## src/rtl/rtc_nib_pkg.sv

```systemverilog
`timescale 1ns/1ps
// Shared types and helpers for the nibble BCD real-time clock.
// Assumes all time digits are held as BCD; no range checking on writes.
package rtc_nib_pkg;

    localparam int NIB_W  = 4;
    localparam int ADDR_W = 4;

    // Register addresses whose order the read/write decode depends on
    localparam logic [ADDR_W-1:0] A_SEC_U = 4'h0;
    localparam logic [ADDR_W-1:0] A_SEC_T = 4'h1;
    localparam logic [ADDR_W-1:0] A_MIN_U = 4'h2;
    localparam logic [ADDR_W-1:0] A_MIN_T = 4'h3;
    localparam logic [ADDR_W-1:0] A_HR_U  = 4'h4;
    localparam logic [ADDR_W-1:0] A_HR_T  = 4'h5;
    localparam logic [ADDR_W-1:0] A_DAY_U = 4'h6;
    localparam logic [ADDR_W-1:0] A_DAY_T = 4'h7;
    localparam logic [ADDR_W-1:0] A_MON_U = 4'h8;
    localparam logic [ADDR_W-1:0] A_MON_T = 4'h9;
    localparam logic [ADDR_W-1:0] A_YR_U  = 4'hA;
    localparam logic [ADDR_W-1:0] A_YR_T  = 4'hB;
    localparam logic [ADDR_W-1:0] A_WDAY  = 4'hC;
    localparam logic [ADDR_W-1:0] A_CTL_D = 4'hD;
    localparam logic [ADDR_W-1:0] A_CTL_E = 4'hE;
    localparam logic [ADDR_W-1:0] A_CTL_F = 4'hF;

    typedef struct packed {
        logic [NIB_W-1:0] sec_u;
        logic [NIB_W-1:0] sec_t;
        logic [NIB_W-1:0] min_u;
        logic [NIB_W-1:0] min_t;
        logic [NIB_W-1:0] hr_u;
        logic             pm;
        logic [1:0]       hr_t;
        logic [NIB_W-1:0] day_u;
        logic [NIB_W-1:0] day_t;
        logic [NIB_W-1:0] mon_u;
        logic [NIB_W-1:0] mon_t;
        logic [NIB_W-1:0] yr_u;
        logic [NIB_W-1:0] yr_t;
        logic [2:0]       wday;
    } rtc_time_t;

    localparam rtc_time_t TIME_RST = '{day_u: 4'd1, mon_u: 4'd1, default: '0};

    // Two-digit BCD increment with no wrap; callers handle the limit
    function automatic logic [7:0] bcd_inc(input logic [7:0] v);
        if (v[3:0] == 4'd9) return {v[7:4] + 4'd1, 4'd0};
        return {v[7:4], v[3:0] + 4'd1};
    endfunction

endpackage

```

## src/rtl/rtc_calendar_step.sv

```systemverilog
`timescale 1ns/1ps
// Combinational one-second advance of the whole BCD time value.
// Ripples seconds to year in a single evaluation; force_min treats the
// seconds as 59 (used by the round-to-minute adjust).
module rtc_calendar_step
    import rtc_nib_pkg::*;
(
    input  rtc_time_t cur,
    input  logic      mode24,
    input  logic      force_min,
    output rtc_time_t nxt
);

    logic [7:0] sec8, min8, hr8, hr_n, day8, mon8, yr8, last8;
    logic       c_min, c_hr, c_day, c_mon, c_yr, leap;

    // Leap year test straight from BCD digits: multiple of four
    always_comb begin
        if (cur.yr_t[0]) leap = (cur.yr_u == 4'd2) || (cur.yr_u == 4'd6);
        else             leap = (cur.yr_u == 4'd0) || (cur.yr_u == 4'd4) || (cur.yr_u == 4'd8);
    end

    // Last valid day of the current month
    always_comb begin
        mon8 = {cur.mon_t, cur.mon_u};
        case (mon8)
            8'h02:                      last8 = leap ? 8'h29 : 8'h28;
            8'h04, 8'h06, 8'h09, 8'h11: last8 = 8'h30;
            default:                    last8 = 8'h31;
        endcase
    end

    // Carry chain from seconds up to years
    always_comb begin
        nxt   = cur;
        sec8  = {cur.sec_t, cur.sec_u};
        min8  = {cur.min_t, cur.min_u};
        hr8   = {2'b00, cur.hr_t, cur.hr_u};
        day8  = {cur.day_t, cur.day_u};
        yr8   = {cur.yr_t, cur.yr_u};
        hr_n  = hr8;
        c_day = 1'b0;

        c_min = force_min | (sec8 == 8'h59);
        {nxt.sec_t, nxt.sec_u} = c_min ? 8'h00 : bcd_inc(sec8);

        c_hr = c_min & (min8 == 8'h59);
        if (c_min) {nxt.min_t, nxt.min_u} = c_hr ? 8'h00 : bcd_inc(min8);

        if (c_hr) begin
            if (mode24) begin
                if (hr8 == 8'h23) begin
                    hr_n  = 8'h00;
                    c_day = 1'b1;
                end else begin
                    hr_n = bcd_inc(hr8);
                end
            end else begin
                case (hr8)
                    8'h11: begin
                        hr_n   = 8'h12;
                        nxt.pm = ~cur.pm;
                        c_day  = cur.pm;
                    end
                    8'h12:   hr_n = 8'h01;
                    default: hr_n = bcd_inc(hr8);
                endcase
            end
        end
        nxt.hr_t = hr_n[5:4];
        nxt.hr_u = hr_n[3:0];

        c_mon = c_day & (day8 == last8);
        if (c_day) begin
            {nxt.day_t, nxt.day_u} = c_mon ? 8'h01 : bcd_inc(day8);
            nxt.wday = (cur.wday == 3'd6) ? 3'd0 : cur.wday + 3'd1;
        end

        c_yr = c_mon & (mon8 == 8'h12);
        if (c_mon) {nxt.mon_t, nxt.mon_u} = c_yr ? 8'h01 : bcd_inc(mon8);
        if (c_yr)  {nxt.yr_t, nxt.yr_u} = (yr8 == 8'h99) ? 8'h00 : bcd_inc(yr8);
    end

    logic unused_hr_hi;
    assign unused_hr_hi = ^hr_n[7:6];

endmodule

```

## src/rtl/rtc_seq_ctl.sv

```systemverilog
`timescale 1ns/1ps
// Tick sequencing: decides when an increment is applied, remembers one
// tick that arrives during hold, and drives the busy window.
// Assumes tick is a single-cycle pulse far apart relative to BUSY_CYCLES.
module rtc_seq_ctl #(
    parameter int BUSY_CYCLES = 64
) (
    input  logic clk,
    input  logic rst_n,
    input  logic tick,
    input  logic hold,
    input  logic stop,
    input  logic clr,
    output logic apply,
    output logic busy
);

    localparam int CNT_W = $clog2(BUSY_CYCLES + 1);
    localparam logic [CNT_W-1:0] BUSY_LOAD = CNT_W'(BUSY_CYCLES);

    logic             pending;
    logic             tick_ok;
    logic [CNT_W-1:0] busy_cnt;

    assign tick_ok = tick & ~stop & ~clr;
    assign apply   = ~hold & ~stop & ~clr & (pending | tick_ok);
    assign busy    = (busy_cnt != '0);

    // Remember ticks seen under hold; keep one if a tick meets a pending one
    always_ff @(posedge clk) begin
        if (!rst_n || clr) pending <= 1'b0;
        else if (hold)     pending <= pending | tick_ok;
        else if (!stop)    pending <= pending & tick_ok;
    end

    // Busy window counter, reloaded on every applied increment
    always_ff @(posedge clk) begin
        if (!rst_n)             busy_cnt <= '0;
        else if (apply)         busy_cnt <= BUSY_LOAD;
        else if (busy_cnt != 0) busy_cnt <= busy_cnt - 1'b1;
    end

    assert_hold_defer_R7: assert property (@(posedge clk) disable iff (!rst_n)
        (hold && tick_ok) |=> pending);

    assert_busy_after_step_R8: assert property (@(posedge clk) disable iff (!rst_n)
        apply |=> busy);

    assert_busy_source_R8: assert property (@(posedge clk) disable iff (!rst_n)
        $rose(busy) |-> $past(apply));

endmodule

```

## src/rtl/rtc_digit_bank.sv

```systemverilog
`timescale 1ns/1ps
// Storage for all BCD time digits: applies the step, the adjust clear,
// bus writes and the time-of-day force-to-zero, in that priority order.
// Assumes bus writes at addresses 0xD..0xF are decoded elsewhere.
module rtc_digit_bank
    import rtc_nib_pkg::*;
(
    input  logic              clk,
    input  logic              rst_n,
    input  logic              step_en,
    input  logic              force_min,
    input  logic              sec_clear,
    input  logic              clr,
    input  logic              mode24,
    input  logic              wr_en,
    input  logic [ADDR_W-1:0] wr_addr,
    input  logic [NIB_W-1:0]  wr_data,
    output rtc_time_t         t
);

    rtc_time_t t_step;

    rtc_calendar_step step_i (
        .cur       (t),
        .mode24    (mode24),
        .force_min (force_min),
        .nxt       (t_step)
    );

    // Digit registers: step, then adjust clear, then bus write, then force-zero
    always_ff @(posedge clk) begin
        if (!rst_n) begin
            t <= TIME_RST;
        end else begin
            if (step_en) t <= t_step;
            if (sec_clear) begin
                t.sec_u <= '0;
                t.sec_t <= '0;
            end
            if (wr_en) begin
                case (wr_addr)
                    A_SEC_U: t.sec_u <= wr_data;
                    A_SEC_T: t.sec_t <= wr_data;
                    A_MIN_U: t.min_u <= wr_data;
                    A_MIN_T: t.min_t <= wr_data;
                    A_HR_U:  t.hr_u  <= wr_data;
                    A_HR_T: begin
                        t.hr_t <= wr_data[1:0];
                        t.pm   <= wr_data[2];
                    end
                    A_DAY_U: t.day_u <= wr_data;
                    A_DAY_T: t.day_t <= wr_data;
                    A_MON_U: t.mon_u <= wr_data;
                    A_MON_T: t.mon_t <= wr_data;
                    A_YR_U:  t.yr_u  <= wr_data;
                    A_YR_T:  t.yr_t  <= wr_data;
                    A_WDAY:  t.wday  <= wr_data[2:0];
                    default: ;
                endcase
            end
            if (clr) begin
                t.sec_u <= '0;
                t.sec_t <= '0;
                t.min_u <= '0;
                t.min_t <= '0;
                t.hr_u  <= '0;
                t.hr_t  <= '0;
                t.pm    <= 1'b0;
            end
        end
    end

    assert_clr_zero_R10: assert property (@(posedge clk) disable iff (!rst_n)
        clr |=> (t.sec_u == 0 && t.sec_t == 0 && t.min_u == 0 && t.min_t == 0
                 && t.hr_u == 0 && t.hr_t == 0 && !t.pm));

endmodule

```

## src/rtl/nibble_bcd_rtc.sv

```systemverilog
`timescale 1ns/1ps
// Top of the nibble BCD real-time clock: control registers, the
// round-to-minute adjust decode and the read multiplexer.
// Assumes tick_1hz is a one-cycle enable from an external divider.
module nibble_bcd_rtc
    import rtc_nib_pkg::*;
#(
    parameter int BUSY_CYCLES = 64
) (
    input  logic              clk,
    input  logic              rst_n,
    input  logic              tick_1hz,
    input  logic [ADDR_W-1:0] bus_addr,
    input  logic              bus_wr,
    input  logic [NIB_W-1:0]  bus_wdata,
    output logic [NIB_W-1:0]  bus_rd_data
);

    rtc_time_t        t;
    logic             hold;
    logic [NIB_W-1:0] ctl_e, ctl_f;
    logic             mode24, stop, clr;
    logic             apply, busy;
    logic             adj_wr, sec_ge30, force_min, sec_clear, step_en;

    assign clr    = ctl_f[0];
    assign stop   = ctl_f[1];
    assign mode24 = ctl_f[2];

    // Control register storage written over the bus
    always_ff @(posedge clk) begin
        if (!rst_n) begin
            hold  <= 1'b0;
            ctl_e <= '0;
            ctl_f <= 4'b0100;
        end else if (bus_wr) begin
            case (bus_addr)
                A_CTL_D: hold  <= bus_wdata[0];
                A_CTL_E: ctl_e <= bus_wdata;
                A_CTL_F: ctl_f <= bus_wdata;
                default: ;
            endcase
        end
    end

    // Round-to-minute request decode (self-clearing strobe)
    assign adj_wr    = bus_wr && (bus_addr == A_CTL_D) && bus_wdata[3];
    assign sec_ge30  = ({t.sec_t, t.sec_u} >= 8'h30);
    assign force_min = adj_wr & sec_ge30 & ~clr;
    assign sec_clear = adj_wr & ~sec_ge30;
    assign step_en   = apply | force_min;

    rtc_seq_ctl #(.BUSY_CYCLES(BUSY_CYCLES)) seq_i (
        .clk   (clk),
        .rst_n (rst_n),
        .tick  (tick_1hz),
        .hold  (hold),
        .stop  (stop),
        .clr   (clr),
        .apply (apply),
        .busy  (busy)
    );

    rtc_digit_bank bank_i (
        .clk       (clk),
        .rst_n     (rst_n),
        .step_en   (step_en),
        .force_min (force_min),
        .sec_clear (sec_clear),
        .clr       (clr),
        .mode24    (mode24),
        .wr_en     (bus_wr),
        .wr_addr   (bus_addr),
        .wr_data   (bus_wdata),
        .t         (t)
    );

    // Read multiplexer over all sixteen registers
    always_comb begin
        case (bus_addr)
            A_SEC_U: bus_rd_data = t.sec_u;
            A_SEC_T: bus_rd_data = t.sec_t;
            A_MIN_U: bus_rd_data = t.min_u;
            A_MIN_T: bus_rd_data = t.min_t;
            A_HR_U:  bus_rd_data = t.hr_u;
            A_HR_T:  bus_rd_data = {1'b0, t.pm, t.hr_t};
            A_DAY_U: bus_rd_data = t.day_u;
            A_DAY_T: bus_rd_data = t.day_t;
            A_MON_U: bus_rd_data = t.mon_u;
            A_MON_T: bus_rd_data = t.mon_t;
            A_YR_U:  bus_rd_data = t.yr_u;
            A_YR_T:  bus_rd_data = t.yr_t;
            A_WDAY:  bus_rd_data = {1'b0, t.wday};
            A_CTL_D: bus_rd_data = {2'b00, busy, hold};
            A_CTL_E: bus_rd_data = ctl_e;
            default: bus_rd_data = ctl_f;
        endcase
    end

    assert_stop_freeze_R11: assert property (@(posedge clk) disable iff (!rst_n)
        (stop && !clr && !bus_wr) |=> $stable(t));

endmodule

```

## config.mk

```make
export PLATFORM = sky130hd
export DESIGN_NAME = nibble_bcd_rtc
export DESIGN_NICKNAME = d
export VERILOG_FILES = /design/src/rtl/rtc_nib_pkg.sv /design/src/rtl/rtc_calendar_step.sv /design/src/rtl/rtc_seq_ctl.sv /design/src/rtl/rtc_digit_bank.sv /design/src/rtl/nibble_bcd_rtc.sv
export SDC_FILE = /design/constraint.sdc
export NUM_CORES = 1
export LEC_CHECK = 0
export BUFFER_PORTS_ARGS = -buffer_cell sky130_fd_sc_hd__clkbuf_2
export CORE_ASPECT_RATIO = 1.1
export CORE_MARGIN = 1.5
export CORE_UTILIZATION = 55
export CTS_BUF_LIST = sky130_fd_sc_hd__clkbuf_4 sky130_fd_sc_hd__clkbuf_8
export DETAILED_ROUTE_END_ITERATION = 6
export PLACE_DENSITY = 0.77
export SETUP_SLACK_MARGIN = 0.15
export SLEW_MARGIN = 30
export SYNTH_ARGS = -nofsm -noshare
export SYNTH_HDL_FRONTEND = slang
export SYNTH_SLANG_ARGS = --single-unit
export TNS_END_PERCENT = 20
```

## constraint.sdc

```tcl
create_clock -name clk -period 4.05 [get_ports clk]
set_input_delay 0.6075 -clock clk [delete_from_list [all_inputs] [get_ports clk]]
set_output_delay 0.6075 -clock clk [all_outputs]
set_load 0.01 [all_outputs]
```

Word-level counts from Yosys, hierarchy flattened
Index checks and enable logic that the tools add are counted.
{"block": "totals", "reg_bits": 67, "in_bits": 12, "out_inout_bits": 4, "word_cells": 189}
{"block": "classes", "add_sub_neg": 14, "n_lt_le_gt_ge": 1, "n_eq_ne": 40, "n_mux": 75, "bitwise": 21, "n_reduce_logical": 18}
{"op": "two-way mux 8 bit", "count": 20}
{"op": "two-way mux 50 bit", "count": 2}
{"op": "equality test 4 bit, second input constant", "count": 15}
{"op": "one-hot mux 4 bit (15 select lines)", "count": 1}
{"op": "adder 4 x 1 -> 4 bit, second input constant", "count": 11}
{"op": "two-way mux 4 bit", "count": 11}
{"op": "two-way mux 6 bit", "count": 6}
{"op": "two-way mux 1 bit", "count": 27}
{"op": "equality test 4 x 3 -> 1 bit, second input constant", "count": 6}
{"op": "equality test 8 x 3 -> 1 bit, second input constant", "count": 2}
{"op": "equality test 8 x 5 -> 1 bit, second input constant", "count": 2}
{"op": "equality test 8 x 7 -> 1 bit, second input constant", "count": 2}
{"op": "two-way mux 7 bit", "count": 2}
{"op": "bitwise AND 1 bit", "count": 12}
{"op": "equality test 4 x 2 -> 1 bit, second input constant", "count": 3}
{"op": "equality test 6 x 5 -> 1 bit, second input constant", "count": 2}
{"op": "two-way mux 3 bit", "count": 4}
{"op": "one-hot mux 6 bit (2 select lines)", "count": 1}
{"op": "one-hot mux 5 bit (2 select lines)", "count": 1}
{"op": "equality test 8 x 2 -> 1 bit, second input constant", "count": 1}
{"op": "equality test 8 x 4 -> 1 bit, second input constant", "count": 1}
{"op": "equality test 8 bit", "count": 1}
{"op": "equality test 8 bit, second input constant", "count": 1}
{"op": ">= comparator 8 x 6 -> 1 bit, second input constant", "count": 1}
{"op": "18 further kinds", "count": 34}

Depth between registers and ports, before layout
Gate-level depths: netlist of run 1.
{"block": "logic_depth", "ltp_word": 18, "ltp_mapped": 14, "depth_no_buf": 12}

Modules after synthesis
From an unflattened synthesis of run 1, not the netlist that was laid out.
{"block": "unflattened", "hier_cells": 688, "area_unflattened_um2": 5765.5}
{"mod": "rtc_digit_bank", "instances": 1, "cells_each": 248, "area_each_um2": 2502.4, "seq_area_each_um2": 1001.0}
{"mod": "rtc_calendar_step", "instances": 1, "cells_each": 252, "area_each_um2": 1697.9, "seq_area_each_um2": 0.0}
{"mod": "nibble_bcd_rtc", "instances": 1, "cells_each": 143, "area_each_um2": 1128.6, "seq_area_each_um2": 180.2}
{"mod": "rtc_seq_ctl", "instances": 1, "cells_each": 45, "area_each_um2": 436.7, "seq_area_each_um2": 160.2}

Least setup slack after synthesis of run 1
No wires, ideal clock.
{"block": "synth_path", "path_kind": "in2out", "start": "input port bus_addr[3]", "end": "output port bus_rd_data[3]", "arrival_time_ps": 1954, "slack_ps": 1489, "stages": 8, "n_path_buf": 1, "cell_sequence": "buf_2 clkinv_1 nor2_1 a22oi_1 nor2_1 a21oi_1 o22ai_1 o22a_1"}
{"block": "synth_via", "elab_chain_len": 2}
{"item": "from (decl)", "line_no": "nibble_bcd_rtc.sv:13", "source": "input logic [ADDR_W-1:0] bus_addr,"}
{"item": "equality test 4 bit, or another cell as far along", "line_no": "nibble_bcd_rtc.sv:80", "source": "case (bus_addr)"}
{"item": "one-hot mux 4 bit (15 select lines) *", "line_no": "nibble_bcd_rtc.sv:80"}
{"item": "to (decl)", "line_no": "nibble_bcd_rtc.sv:16", "source": "output logic [NIB_W-1:0] bus_rd_data"}
Every way passes the cells marked *; elsewhere a longest branch is shown, timed or not.

Worst setup path after layout of run 1
Same ends and word-level chain as after synthesis.

==> results of run 1 <==
## path summary, 6_finish.rpt
kind                    end  slack, ps  cells after the start
max          bus_rd_data[3]        810                      9
min                ctl_f[3]        480                      2
max reg2reg     bank_i.t[6]       1260                      9
min reg2reg        ctl_f[3]        480                      2
## state kept, by name (all words and copies together) (netlist names)
name and flops:
ctl_f 4, hold 1, bank_i.t 50, ctl_e 4, seq_i.busy_cnt 7, seq_i.pending 1
## cells by family after synthesis
kind of cell / count (synthesis) / share of synthesized area
adder cells (fa/ha/maj): 21 / 0.0556
XOR/XNOR: 25 / 0.0464
flip-flops: 67 / 0.284
multiplexers: 20 / 0.0466
AND/OR/NAND/NOR: 261 / 0.285
AO/OA/AOI/OAI: 161 / 0.228
buffers and inverters: 64 / 0.0551
## final cells by class
type,count,share of cell area
Tap cell,111,0.0274
Timing Repair Buffer,19,0.0207
Sequential cell,67,0.264
Inverter,31,0.0229
Clock inverter,6,0.0222
Clock buffer,10,0.0271
Multi-Input combinational cell,488,0.615
## stage by stage
step	std cells	hold slack, ps
after floorplan	619	437
after global placement	716	454
after detailed placement	716	465
after CTS	732	477
after global routing	732	498
final	732	480
## power breakdown
| part | leakage [nW] | internal (mW) | switching [mW] | total, mW |
|---|---|---|---|---|
| logic | 1.19 | 0.117 | 0.180 | 0.297 |
| clock network | 0.126 | 0.427 | 0.284 | 0.711 |
| registers | 0.543 | 0.696 | 0.0442 | 0.740 |
| total | 1.86 | 1.24 | 0.509 | 1.75 |
## layer usage
| metal | share of wire | up-vias | track usage |
|---|---|---|---|
| met5 | 0 | - | 0 |
| met4 | 0.033 | 0 | 0.143 |
| met3 | 0.069 | 41 | 0.0591 |
| met2 | 0.48 | 211 | 0.514 |
| met1 | 0.41 | 2224 | 0.374 |
| li1 | - | 2254 | - |
## worst min-delay path, stage by stage, from the launching register on
cell,delay (ps)
dfxtp_1,330
nand2_1,60
a21oi_1,50
## cell usage in the layout, fill, tap and decap left out, types with 4 or more instances in the layout
master and n:
a221oi_1 4, mux2i_1 13, a22oi_1 10, clkbuf_2 15, nor2b_1 13, nor2_1 74, or4_1 4, buf_4 4
ha_1 21, nand2b_1 4, nand3_1 31, o21ai_0 37, xor2_1 9, nor3b_1 4, a31oi_1 12, o22ai_1 6
clkbuf_8 10, inv_1 27, clkinv_1 4, xnor2_1 16, and3_1 9, nand2_1 62, mux2_2 6, nor3_1 15
a311oi_1 6, a211oi_1 18, o31ai_1 4, nand4_1 13, a21oi_1 33, dfxtp_1 67, or3_1 6
==> impl_metrics.json, run 1 <==
{
  "synth.distinct_cells": 71,
  "design_area_um2": 5080,
  "grt_pass1_vias": 4228,
  "yosys.area.top_type": "dfxtp_1",
  "register_area_um2": 1340,
  "crit_fanout": 20,
  "rows": 35,
  "cts_tree": "done",
  "startpoint_type": "primary input",
  "dpl.hpwl_mm": 9.96,
  "initial_core_util": 0.565,
  "async_flop_share": 0,
  "slowest_delay_ps": 510,
  "critPathBufInv": 3,
  "netlist_instances": 619,
  "ys_seq_elements": 67,
  "vias": 4730,
  "area_growth_pct": 7.47,
  "grt_max_degree": 27,
  "nets": 649,
  "slew_violations": 0,
  "ys_seq_area_frac": 0.284,
  "cts_setup_buffers": 0,
  "run_status": "complete, no violations",
  "grt_first_pass_wirelength_mm": 21.8,
  "finalCriticalPeriod_ps": 3240,
  "ys.flop_type": "dfxtp_1",
  "synth_edf_count": 0,
  "port_buffers": 15,
  "antenna_cells": 0,
  "place.gp.congestion": 0.985,
  "max_freq_mhz": 309,
  "hold_violations": 0,
  "netlist.area_leader.share": 0.284,
  "antenna_found_initial": 0,
  "dieArea_um2": 9150,
  "crit_start": "bus_addr[3]",
  "cp-end-kind": "output port",
  "wl_per_cell_um": 18.8,
  "htree_levels": 3,
  "cts_max_path_buffers": 2,
  "finish.utilization": 0.607,
  "syn_area_um2": 4720,
  "groute.usage.overall": 0.304,
  "drc": 0,
  "p_total_mw": 1.75,
  "synth.area.top_cells": "dfxtp_1 (28%), nor2_1 (5.9%), ha_1 (5.6%), nand2_1 (4.9%), o21ai_0 (3.9%)",
  "cts.sinks": 67,
  "wl_mm": 13.8,
  "postRouteAntennaNets": 0,
  "yosysMostFrequentCell": "nor2_1",
  "clkSlewWorstSetupHoldPaths_ps": 80,
  "worstReg2RegStart": "bank_i.t[11]",
  "p_per_area_nw_per_um2": 345,
  "cts-buffers-inserted": 9,
  "power_leakage_nw": 1.86,
  "initialDrtViolationCount": 491,
  "placed_area_um2": 4820,
  "syn_area_per_cell_um2": 7.63,
  "rsz0062_at_grt": "no",
  "setup_viol": 0,
  "postCtsHoldBufs": 0,
  "crit_required_ps": 3440,
  "dr.pass1.iters": 5,
  "hold_class": "reg2reg",
  "slew_headroom": 0.497,
  "ir_drop_mv": 0.170,
  "cp_top_family": "buffers and inverters",
  "cap_violations": 0,
  "yosys_warnings": 0,
  "syn_nets": 652,
  "multiInputGateArea_um2": 3120,
  "min_from": "ctl_f[3]",
  "worst-slew-pin-transition_ps": 748,
  "io_pins": 16,
  "root_buffer": "clkbuf_8",
  "grt_overflow_total": 0,
  "crit_type": "in2out",
  "core_um2": 8360,
  "ys_top_cells_by_count": "nor2_1 (74), dfxtp_1 (67), nand2_1 (62)",
  "fin_worst_skew_ps": 15.6,
  "viasPerCell": 6.46,
  "slowest_stage": "nor2_1",
  "setup_tns_ps": 0,
  "fin_ws_ps": 812,
  "fillers": 765,
  "cts_resized": 0,
  "crit_arrival_ps": 2630,
  "chipHeight_um": 100,
  "die_w_um": 91.4,
  "dp_slack_ps": 896,
  "cp_cell_sequence": "clkbuf_2 -> clkinv_1 -> nor2_1 -> a22oi_1 -> nor2_1 -> a21oi_1 -> o22ai_1 -> o22a_1 -> clkbuf_2",
  "insertion_delay_ps": 360,
  "timing.final.crit_share": 0.799,
  "drive_above_1_share": 0.0998
}
No activity file was read; power rests on OpenSTA's default activity.
==> run 2, diff against run 1 <==
clock period = 3.1 ns   (was 4.05 ns; I/O delays follow)
==> impl_metrics.json, run 2 (synthesis gave the netlist of run 1 again) <==
{
  "nets": 662,
  "slowest_stage": "or4_4",
  "crit_type": "reg2out",
  "area_growth_pct": 7.87,
  "worst-slew-pin-transition_ps": 552,
  "instances_no_fill": 744,
  "rsz0062_at_grt": "no",
  "reg.largest.list": "bank_i.t x50, seq_i.busy_cnt x7",
  "insertion_delay_ps": 360,
  "slew_violations": 0,
  "largest_register_ffs": 50,
  "wl_mm": 13.9,
  "place.gp.congestion": 0.997,
  "grt_pass1_vias": 4588,
  "crit_fanout": 5,
  "setup_viol": 0,
  "root_buffer": "clkbuf_8",
  "dr.pass1.iters": 5,
  "p_per_area_nw_per_um2": 401,
  "finalCriticalPeriod_ps": 2830,
  "cap_violations": 0,
  "cts-buffers-inserted": 9,
  "cp_top_family": "simple AND/OR/NAND/NOR gates",
  "intPower_mw": 1.40,
  "groute.usage.overall": 0.319,
  "grt_max_degree": 31,
  "mostFrequentLayoutCell": "nor2_1",
  "cp_cell_sequence": "inv_1 -> ha_1 -> nand2_1 -> or4_4 -> mux2_2 -> a31oi_1 -> o221ai_1 -> o21a_1 -> clkbuf_2",
  "antenna_cells": 0,
  "cts_resized": 0,
  "dpl.hpwl_mm": 9.99,
  "crit_arrival_ps": 2360,
  "core_um2": 8360,
  "crit_required_ps": 2630,
  "ir_drop_mv": 0.372,
  "vias": 4835,
  "chipHeight_um": 100,
  "postCtsHoldBufs": 0,
  "io_pins": 16,
  "cp-end-kind": "output port",
  "htree_levels": 3,
  "grt_first_pass_wirelength_mm": 22.9,
  "register_area_um2": 1340,
  "slowest_delay_ps": 480,
  "cts_setup_buffers": 0,
  "largest-register": "bank_i.t",
  "dieArea_um2": 9150,
  "cts_max_path_buffers": 2,
  "power_leakage_nw": 1.89,
  "place_inst": 729,
  "timing.final.crit_share": 0.911,
  "wl_per_cell_um": 18.7,
  "grt_overflow_total": 0,
  "seqPwrFrac": 0.473,
  "hold_violations": 0,
  "multiInputGateArea_um2": 3130,
  "rows": 35,
  "p_comb_frac": 0.201,
  "antenna_found_initial": 0,
  "clkPwrFrac": 0.326,
  "slew_headroom": 0.630,
  "final_cell_mix": "nor2_1 (74), dfxtp_1 (67), nand2_1 (62)",
  "initialDrtViolationCount": 567,
  "max_freq_mhz": 354,
  "startpoint_type": "flip-flop",
  "run_status": "complete, no violations",
  "postRouteAntennaNets": 0,
  "fin_worst_skew_ps": 8.47,
  "drive_above_1_share": 0.118,
  "cts.sinks": 67,
  "clkSlewWorstSetupHoldPaths_ps": 70,
  "power.switching_mw": 0.641,
  "drc": 0,
  "die_w_um": 91.4,
  "setup_tns_ps": 0,
  "initial_core_util": 0.565,
  "hold_class": "in2reg",
  "viasPerCell": 6.50,
  "swShare": 0.314,
  "fillers": 761,
  "cts_tree": "done",
  "critPathBufInv": 2,
  "port_buffers": 15
}
==> run 2: through the flow <==
stage                     setup WS, ps   util  hold slack (ps)  total power [mW]  instance area, µm²
final                              275  0.609              389              2.04                5090
after global routing               176  0.609              393              2.15                5090
after CTS                          169  0.608              367              2.03                5090
after global placement             487  0.588              447              1.37                4920
after floorplan                    672      -              437              1.28                4720
after detailed placement           421  0.588              465              1.37                4920
==> run 2: worst register-to-register path, stage by stage, from the launching register on <==
cell	delay [ps]
dfxtp_1	380
inv_1	120
ha_1	220
or3b_1	390
o32ai_2	120
and4_1	250
o21a_2	340
and3_1	340
a2111oi_2	110
a2111oi_2	350
==> run 2: final timing paths <==
path	start	endpoint	slack, ps	cells past startpoint
max	seq_i.busy_cnt[0]	bus_rd_data[1]	270	9
min	rst_n	ctl_f[2]	390	2
max reg2reg	bank_i.t[11]	bank_i.t[6]	370	9
min reg2reg	ctl_f[3]	ctl_f[3]	480	2
==> run 2: power by group through the flow <==
stage / sequential [mW] / clock (mW) / combinational [mW]
after floorplan: 0.966 / 0 / 0.311
after global placement: 0.982 / 0 / 0.384
after detailed placement: 0.984 / 0 / 0.390
after CTS: 0.965 / 0.667 / 0.395
after global routing: 0.974 / 0.709 / 0.464
final: 0.967 / 0.666 / 0.410
==> run 2: metal layers <==
layer	global-route usage	vias to the layer above	part of all wire
met4	0.186	0	0.048
li1	-	2281	-
met2	0.495	247	0.45
met3	0.0583	59	0.083
met1	0.415	2248	0.42
met5	0	-	0
==> run 2: layout make-up <==
cell class / instances / share of cell area
Clock buffer: 12 / 0.0300
Sequential cell: 67 / 0.263
Timing Repair Buffer: 32 / 0.0398
Multi-Input combinational cell: 488 / 0.614
Inverter: 31 / 0.0228
Clock inverter: 3 / 0.00295
Tap cell: 111 / 0.0273
